$ cat config.mk
export PLATFORM = sky130hd
export DESIGN_NAME = smc_bank_ctrl
export DESIGN_NICKNAME = d
export VERILOG_FILES = /design/src/rtl/smc_pkg.sv /design/src/rtl/smc_cfg_regs.sv /design/src/rtl/smc_phase_seq.sv /design/src/rtl/smc_bank_ctrl.sv
export SDC_FILE = /design/constraint.sdc
export NUM_CORES = 1
export LEC_CHECK = 0
export ABC_AREA = 1
export BUFFER_PORTS_ARGS = -buffer_cell sky130_fd_sc_hd__buf_2
export CAP_MARGIN = 10
export CORE_MARGIN = 2
export CORE_UTILIZATION = 51
export DETAILED_ROUTE_END_ITERATION = 10
export PLACE_DENSITY = 0.82
export SLEW_MARGIN = 5
export SYNTH_ARGS = -nofsm -noshare
export SYNTH_HDL_FRONTEND = slang
export SYNTH_SLANG_ARGS = --single-unit
$ cat constraint.sdc
create_clock -name clk -period 4.1 [get_ports clk]
set_input_delay 0.41 -clock clk [delete_from_list [all_inputs] [get_ports clk]]
set_output_delay 0.41 -clock clk [all_outputs]
set_load 0.01 [all_outputs]
$ cat src/rtl/smc_pkg.sv
package smc_pkg;

   localparam int DATA_W    = 16;
   localparam int BYTE_W    = 8;
   localparam int PAGE_ITEMS = 4;

   typedef enum logic [2:0] {
      PH_IDLE,
      PH_ASU,
      PH_CSU,
      PH_ACC,
      PH_PAGE,
      PH_CSH,
      PH_AHD
   } phase_e;

   // packed configuration word, bit 0 is the width flag
   typedef struct packed {
      logic [3:0] t_page;
      logic [3:0] t_ahd;
      logic [3:0] t_csh;
      logic [4:0] t_acc;
      logic [3:0] t_csu;
      logic [3:0] t_asu;
      logic       page_en;
      logic       wide;
   } bank_cfg_t;

   localparam int CFG_W = $bits(bank_cfg_t);

endpackage

$ cat src/rtl/smc_cfg_regs.sv
module smc_cfg_regs
   import smc_pkg::*;
#(
   parameter int NUM_BANKS = 4,
   parameter int SEL_W     = 2
) (
   input  logic             clk,
   input  logic             rst_n,
   input  logic             wr_en,
   input  logic [SEL_W-1:0] wr_bank,
   input  bank_cfg_t        wr_data,
   input  logic [SEL_W-1:0] rd_bank,
   output bank_cfg_t        rd_cfg
);

   bank_cfg_t cfg_arr [NUM_BANKS];

   for (genvar b = 0; b < NUM_BANKS; b++) begin : g_bank
      always_ff @(posedge clk or negedge rst_n) begin
         if (!rst_n)
            cfg_arr[b] <= '0;
         else if (wr_en && wr_bank == SEL_W'(b))
            cfg_arr[b] <= wr_data;
      end
   end

   always_comb begin
      rd_cfg = '0;
      for (int b = 0; b < NUM_BANKS; b++)
         if (rd_bank == SEL_W'(b))
            rd_cfg = cfg_arr[b];
   end

endmodule

$ cat src/rtl/smc_phase_seq.sv
module smc_phase_seq
   import smc_pkg::*;
(
   input  logic       clk,
   input  logic       rst_n,
   input  logic       start,
   input  logic       is_write,
   input  bank_cfg_t  cfg,
   output phase_e     phase,
   output logic [1:0] beat,
   output logic       beat_end
);

   phase_e     ph_q, ph_d;
   logic [4:0] cnt_q;
   logic [1:0] beat_q;
   logic       last, advance, more;

   // drop phases whose programmed count is zero
   function automatic phase_e skip_empty(input phase_e p, input bank_cfg_t c);
      phase_e r;
      r = p;
      if (r == PH_ASU && c.t_asu == 4'd0) r = PH_CSU;
      if (r == PH_CSU && c.t_csu == 4'd0) r = PH_ACC;
      if (r == PH_CSH && c.t_csh == 4'd0) r = PH_AHD;
      if (r == PH_AHD && c.t_ahd == 4'd0) r = PH_IDLE;
      return r;
   endfunction

   // cycles in a phase, minus one
   function automatic logic [4:0] span_m1(input phase_e p, input bank_cfg_t c);
      case (p)
         PH_ASU:  span_m1 = {1'b0, c.t_asu} - 5'd1;
         PH_CSU:  span_m1 = {1'b0, c.t_csu} - 5'd1;
         PH_ACC:  span_m1 = c.t_acc;
         PH_PAGE: span_m1 = {1'b0, c.t_page};
         PH_CSH:  span_m1 = {1'b0, c.t_csh} - 5'd1;
         PH_AHD:  span_m1 = {1'b0, c.t_ahd} - 5'd1;
         default: span_m1 = '0;
      endcase
   endfunction

   always_comb begin
      last     = (cnt_q == 5'd0);
      beat_end = (ph_q == PH_ACC || ph_q == PH_PAGE) && last;
      more     = cfg.page_en && !is_write && (beat_q != 2'(PAGE_ITEMS - 1));
      advance  = (ph_q == PH_IDLE) ? start : last;
      ph_d     = ph_q;
      if (advance) begin
         case (ph_q)
            PH_IDLE:         ph_d = skip_empty(PH_ASU, cfg);
            PH_ASU:          ph_d = skip_empty(PH_CSU, cfg);
            PH_CSU:          ph_d = PH_ACC;
            PH_ACC, PH_PAGE: ph_d = more ? PH_PAGE : skip_empty(PH_CSH, cfg);
            PH_CSH:          ph_d = skip_empty(PH_AHD, cfg);
            default:         ph_d = PH_IDLE;
         endcase
      end
   end

   always_ff @(posedge clk or negedge rst_n) begin
      if (!rst_n) begin
         ph_q   <= PH_IDLE;
         cnt_q  <= '0;
         beat_q <= '0;
      end else begin
         ph_q <= ph_d;
         if (advance)
            cnt_q <= span_m1(ph_d, cfg);
         else if (ph_q != PH_IDLE)
            cnt_q <= cnt_q - 5'd1;
         if (ph_q == PH_IDLE && start)
            beat_q <= '0;
         else if (beat_end && ph_d == PH_PAGE)
            beat_q <= beat_q + 2'd1;
      end
   end

   assign phase = ph_q;
   assign beat  = beat_q;

endmodule

$ cat src/rtl/smc_bank_ctrl.sv
module smc_bank_ctrl
   import smc_pkg::*;
#(
   parameter int NUM_BANKS = 4,
   parameter int ADDR_W    = 16,
   parameter int IDX_W     = 3,
   localparam int SEL_W    = (NUM_BANKS > 1) ? $clog2(NUM_BANKS) : 1
) (
   input  logic              clk,
   input  logic              rst_n,
   input  logic              cfg_we,
   input  logic [SEL_W-1:0]  cfg_bank,
   input  logic [CFG_W-1:0]  cfg_wdata,
   input  logic              req_valid,
   output logic              req_ready,
   input  logic [IDX_W-1:0]  req_bank,
   input  logic [ADDR_W-1:0] req_offs,
   input  logic              req_write,
   input  logic [DATA_W-1:0] req_wdata,
   output logic              rsp_valid,
   output logic              rsp_err,
   output logic              rsp_last,
   output logic [DATA_W-1:0] rsp_rdata,
   output logic [ADDR_W-1:0] mem_addr,
   output logic [NUM_BANKS-1:0] mem_csn,
   output logic              mem_oen,
   output logic              mem_wen,
   output logic [DATA_W-1:0] mem_dout,
   output logic              mem_doe,
   input  logic [DATA_W-1:0] mem_din
);

   if (NUM_BANKS < 1 || NUM_BANKS > 4) begin : g_bad_banks
      $error("NUM_BANKS must be 1 to 4");
   end
   if (IDX_W < SEL_W || IDX_W > 30) begin : g_bad_idx
      $error("IDX_W must cover the bank select and stay below 31");
   end
   if (ADDR_W < 2) begin : g_bad_addr
      $error("ADDR_W must be at least 2");
   end

   phase_e            phase;
   logic [1:0]        beat;
   logic              beat_end, idle, accept, in_range, start, cs_act;
   bank_cfg_t         cfg_cur;
   logic [SEL_W-1:0]  bank_q, rd_bank;
   logic [ADDR_W-1:0] offs_q;
   logic              wr_q;
   logic [DATA_W-1:0] wdata_q;
   logic              rsp_valid_q, rsp_err_q, rsp_last_q;
   logic [DATA_W-1:0] rdata_q;

   function automatic logic [DATA_W-1:0] fit_width(input logic [DATA_W-1:0] d,
                                                   input logic wide);
      return wide ? d : {{(DATA_W-BYTE_W){1'b0}}, d[BYTE_W-1:0]};
   endfunction

   assign idle      = (phase == PH_IDLE);
   assign req_ready = idle;
   assign accept    = req_valid && idle;
   assign in_range  = ({{(32-IDX_W){1'b0}}, req_bank} < 32'(NUM_BANKS));
   assign start     = accept && in_range;
   assign rd_bank   = idle ? req_bank[SEL_W-1:0] : bank_q;

   smc_cfg_regs #(.NUM_BANKS(NUM_BANKS), .SEL_W(SEL_W)) u_cfg (
      .clk     (clk),
      .rst_n   (rst_n),
      .wr_en   (cfg_we && idle && !req_valid),
      .wr_bank (cfg_bank),
      .wr_data (bank_cfg_t'(cfg_wdata)),
      .rd_bank (rd_bank),
      .rd_cfg  (cfg_cur)
   );

   smc_phase_seq u_seq (
      .clk      (clk),
      .rst_n    (rst_n),
      .start    (start),
      .is_write (wr_q),
      .cfg      (cfg_cur),
      .phase    (phase),
      .beat     (beat),
      .beat_end (beat_end)
   );

   always_ff @(posedge clk or negedge rst_n) begin
      if (!rst_n) begin
         bank_q      <= '0;
         offs_q      <= '0;
         wr_q        <= 1'b0;
         wdata_q     <= '0;
         rsp_valid_q <= 1'b0;
         rsp_err_q   <= 1'b0;
         rsp_last_q  <= 1'b0;
         rdata_q     <= '0;
      end else begin
         if (start) begin
            bank_q  <= req_bank[SEL_W-1:0];
            offs_q  <= req_offs;
            wr_q    <= req_write;
            wdata_q <= req_wdata;
         end
         rsp_valid_q <= (accept && !in_range) || beat_end;
         rsp_err_q   <= accept && !in_range;
         rsp_last_q  <= (accept && !in_range) ||
                        (beat_end && (wr_q || !cfg_cur.page_en || beat == 2'(PAGE_ITEMS - 1)));
         rdata_q     <= (beat_end && !wr_q) ? fit_width(mem_din, cfg_cur.wide) : '0;
      end
   end

   assign rsp_valid = rsp_valid_q;
   assign rsp_err   = rsp_err_q;
   assign rsp_last  = rsp_last_q;
   assign rsp_rdata = rdata_q;

   assign cs_act   = (phase == PH_CSU) || (phase == PH_ACC) ||
                     (phase == PH_PAGE) || (phase == PH_CSH);
   assign mem_addr = offs_q + ADDR_W'(beat);
   assign mem_oen  = !(!wr_q && (phase == PH_ACC || phase == PH_PAGE));
   assign mem_wen  = !(wr_q && phase == PH_ACC);
   assign mem_doe  = wr_q && cs_act;
   assign mem_dout = fit_width(wdata_q, cfg_cur.wide);

   for (genvar b = 0; b < NUM_BANKS; b++) begin : g_csn
      assign mem_csn[b] = !(cs_act && bank_q == SEL_W'(b));
   end

endmodule

==> results.sh <==
export IMPL_antenna_found_initial=0
export IMPL_synth_most_common_cell="nand2_1"
export IMPL_slew_headroom_pct=32.1
export IMPL_r2r_start="u_seq.phase[1]"
export IMPL_reg2regPathDepth=24
export IMPL_drt_iter0_drc=560
export IMPL_num_antenna_cells=0
export IMPL_fin_util_pct=62.7
export IMPL_gr_total_overflow=0
export IMPL_p_per_area_nw_per_um2=848
export IMPL_htreeDepth=4
export IMPL_synth_top_area_share_pct=52.0
export IMPL_cp_slowest_cell="o21ai_0"
export IMPL_internal_power_mw=4.75
export IMPL_initial_core_util_pct=52.1
export IMPL_num_vias=7354
export IMPL_place_congestion=0.962
export IMPL_core_um2=15900
export IMPL_cts_sinks=172
export IMPL_synthFlopType="dfrtp_1"
export IMPL_synth_area_leaders="dfrtp_1 (52%), nand2_1 (13%), o21ai_0 (8.6%)"
export IMPL_critical_path_class="reg -> out"
export IMPL_syn_avg_cell_area_um2=8.24
export IMPL_rows=46
export IMPL_grt_start_max_net_pins=112
export IMPL_dieArea_um2=17300
export IMPL_clk_latency_ps=440
export IMPL_reg2reg_slack_ps=230
export IMPL_syn_cell_area_um2=8280
export IMPL_drive_gt1_share_pct=21.6
export IMPL_grt_pass1_wl_mm=34.9
export IMPL_wl_mm=21.4
export IMPL_final_nets=1244
export IMPL_worstPathArrival_ps=3480
export IMPL_fillers=1378
export IMPL_cp_end_kind="output port"
export IMPL_pwr_share_comb_pct=47.9
export IMPL_antenna_left=0
export IMPL_ys_warn_count=0
export IMPL_drv_slew=0
export IMPL_crit_path_start_kind="flop"
export IMPL_yosysUniqueCellTypes=43
export IMPL_synth_seq_cells=172
export IMPL_via_per_inst=5.34
export IMPL_period_share_pct=94.8
export IMPL_synth_cells=1005
export IMPL_ys_seq_area_share_pct=52.0
export IMPL_max_stage_delay_ps=580
export IMPL_finalNonFillerCells=1377
export IMPL_pin_count=144
export IMPL_async_reset_ff_share_pct=100
export IMPL_grt_total_usage_pct=25.2
export IMPL_hold_path_class="in -> async"
export IMPL_multiInputGateArea_um2=3490
export IMPL_area_delta_synth_final_pct=20.3
export IMPL_fin_crit_ps=3890
export IMPL_finalHoldViolCount=0
export IMPL_place_detailed_hpwl_mm=14.9
export IMPL_power_frac_clock_pct=17.7
export IMPL_synth_edff_count=0
export IMPL_hold_buffers=0
export IMPL_finalSetupViolations=0
export IMPL_p_switching_mw=3.69
export IMPL_synth_commonest_cells="nand2_1 (297), dfrtp_1 (172), o21ai_0 (143)"
export IMPL_cts_root_buffer="clkbuf_16"
export IMPL_clkSlewWorstSetupHoldPaths_ps=70
export IMPL_io_buffers=143
export IMPL_die_height_um=131
export IMPL_r2r_end="u_seq.cnt_q[3]"
export IMPL_vdd_ir_drop_max_mv=0.471
export IMPL_timing_setup_tns_ps=0
export IMPL_wire_per_inst_um=15.5
export IMPL_final_cell_area_um2=9950
export IMPL_fmax_mhz=257
export IMPL_p_seq_share_pct=34.4
export IMPL_swShare_pct=43.7
export IMPL_maxCapViolations=0
export IMPL_synth_top_area_cell="dfrtp_1"
export IMPL_cts_tree="built"
export IMPL_cts_path_max_buffers=2
export IMPL_drcViolationCount=0
export IMPL_required_ps=3690
export IMPL_dieWidth_um=131
export IMPL_regArea_um2=4300
export IMPL_firstDrtPassIters=7
export IMPL_power_leakage_nw=5.20
export IMPL_synthesis_nets=1101
export IMPL_worstPathMaxFanout=16
export IMPL_first_global_vias=6902
export IMPL_placed_cells=1335
export IMPL_placed_area_um2=9200
export IMPL_status="complete, no violations"
export IMPL_numCtsBuffers=17
export IMPL_path_cells="nor2_4 -> nand2_4 -> buf_4 -> nand2_1 -> nand2_2 -> buf_4 -> nand2_2 -> o22ai_1 -> o21ai_0 -> inv_1 -> nor2_1 -> buf_2"
export IMPL_skew_ps=8.89
export IMPL_worst_pin_slew_ps=1020
export IMPL_whs_ps=114
==> per-layer routing <==
metal | share of wire, % | up-vias | track usage, %
met1 | 44 | 3469 | 35.0
met2 | 47 | 319 | 39.5
met4 | 2.0 | 0 | 8.09
met3 | 7.5 | 32 | 5.90
li1 | - | 3534 | -
met5 | 0 | - | 0
==> per-stage QoR <==
step / power [mW] / worst slack (ps)
after detailed placement: 6.57 / 20.7
after CTS: 8.10 / 60.9
after global placement: 6.45 / 190
after global routing: 9.09 / -47.1
after floorplan: 5.40 / 230
final: 8.45 / 212
==> power groups by stage <==
stage	Clock [mW]	Sequential [mW]	Combinational, mW
floorplan	0	2.77	2.63
global placement	0	2.90	3.55
detailed placement	0	2.92	3.65
CTS	1.52	2.90	3.68
global route	1.60	2.98	4.51
finish	1.49	2.91	4.04
==> what timing repair did <==
item | CTS | global route
setup endpoints to repair | 1 | 5
resized for setup | 1 | 30
setup buffers | 0 | 11
pin swaps | 0 | 14
==> worst max-delay path by stage <==
stage / from / end / slack (ps)
finish: u_seq.phase[1] / mem_dout[10] / 210
global route: u_seq.phase[1] / u_seq.cnt_q[3] / -50
CTS: u_seq.phase[0] / u_seq.cnt_q[1] / 60
detailed placement: u_seq.phase[0] / u_seq.cnt_q[1] / 20
global placement: u_seq.phase[0] / u_seq.cnt_q[1] / 190
floorplan: u_seq.phase[1] / u_seq.cnt_q[1] / 230
==> registers in the layout, indices dropped and copies added, names as in the netlist <==
signal and flops:
wdata_q 16, bank_q 2, u_seq.phase 3, wr_q 1
u_seq.beat 2, rsp_rdata 16, u_cfg.cfg_arr 108, offs_q 16
rsp_err 1, rsp_valid 1, rsp_last 1, u_seq.cnt_q 5
==> worst max-delay path: cells and delay by family, from the launching register on <==
kind | cells | cell delay, ps
AND/OR/NAND/NOR | 6 | 960
buffers and inverters | 4 | 990
flip-flops | 1 | 410
AO/OA/AOI/OAI | 2 | 660
==> layout make-up <==
cell class | instances | area share (%)
Clock buffer | 19 | 4.35
Clock inverter | 13 | 1.09
Inverter | 97 | 3.68
Multi-Input combinational cell | 685 | 35.0
Sequential cell | 172 | 43.2
Tap cell | 216 | 2.72
Timing Repair Buffer | 175 | 9.89
==> cells by family after synthesis <==
family | Yosys count | synth area share (%)
XOR/XNOR | 16 | 1.69
adder cells (fa/ha/maj) | 11 | 1.75
AO/OA/AOI/OAI | 184 | 11.9
buffers and inverters | 148 | 7.42
AND/OR/NAND/NOR | 474 | 25.3
flip-flops | 172 | 52.0
==> cell usage in the layout, fill, tap and decap left out, types with 3 or more instances in the layout <==
master | Yosys | routed
nand3b_1 | 5 | 5
clkbuf_16 | 0 | 17
nor2_2 | 4 | 4
o211ai_1 | 6 | 6
a22o_1 | 3 | 3
clkinv_4 | 0 | 3
nand2_1 | 297 | 293
o22ai_1 | 6 | 5
nor2_1 | 48 | 44
nand4_1 | 17 | 17
nor2_4 | 2 | 6
a21oi_1 | 13 | 11
xor2_1 | 13 | 13
inv_2 | 3 | 3
a22oi_1 | 5 | 5
o21ai_1 | 3 | 4
xnor2_1 | 3 | 3
nand2_2 | 5 | 9
buf_2 | 5 | 143
dfrtp_1 | 172 | 172
inv_6 | 0 | 4
buf_4 | 8 | 29
ha_1 | 10 | 8
nand3_1 | 60 | 57
o21ai_0 | 143 | 142
nand3_2 | 5 | 7
or2_1 | 5 | 5
inv_1 | 94 | 93
nor3b_1 | 7 | 7
nor3_1 | 9 | 8
(Power assumes the default switching activity.)
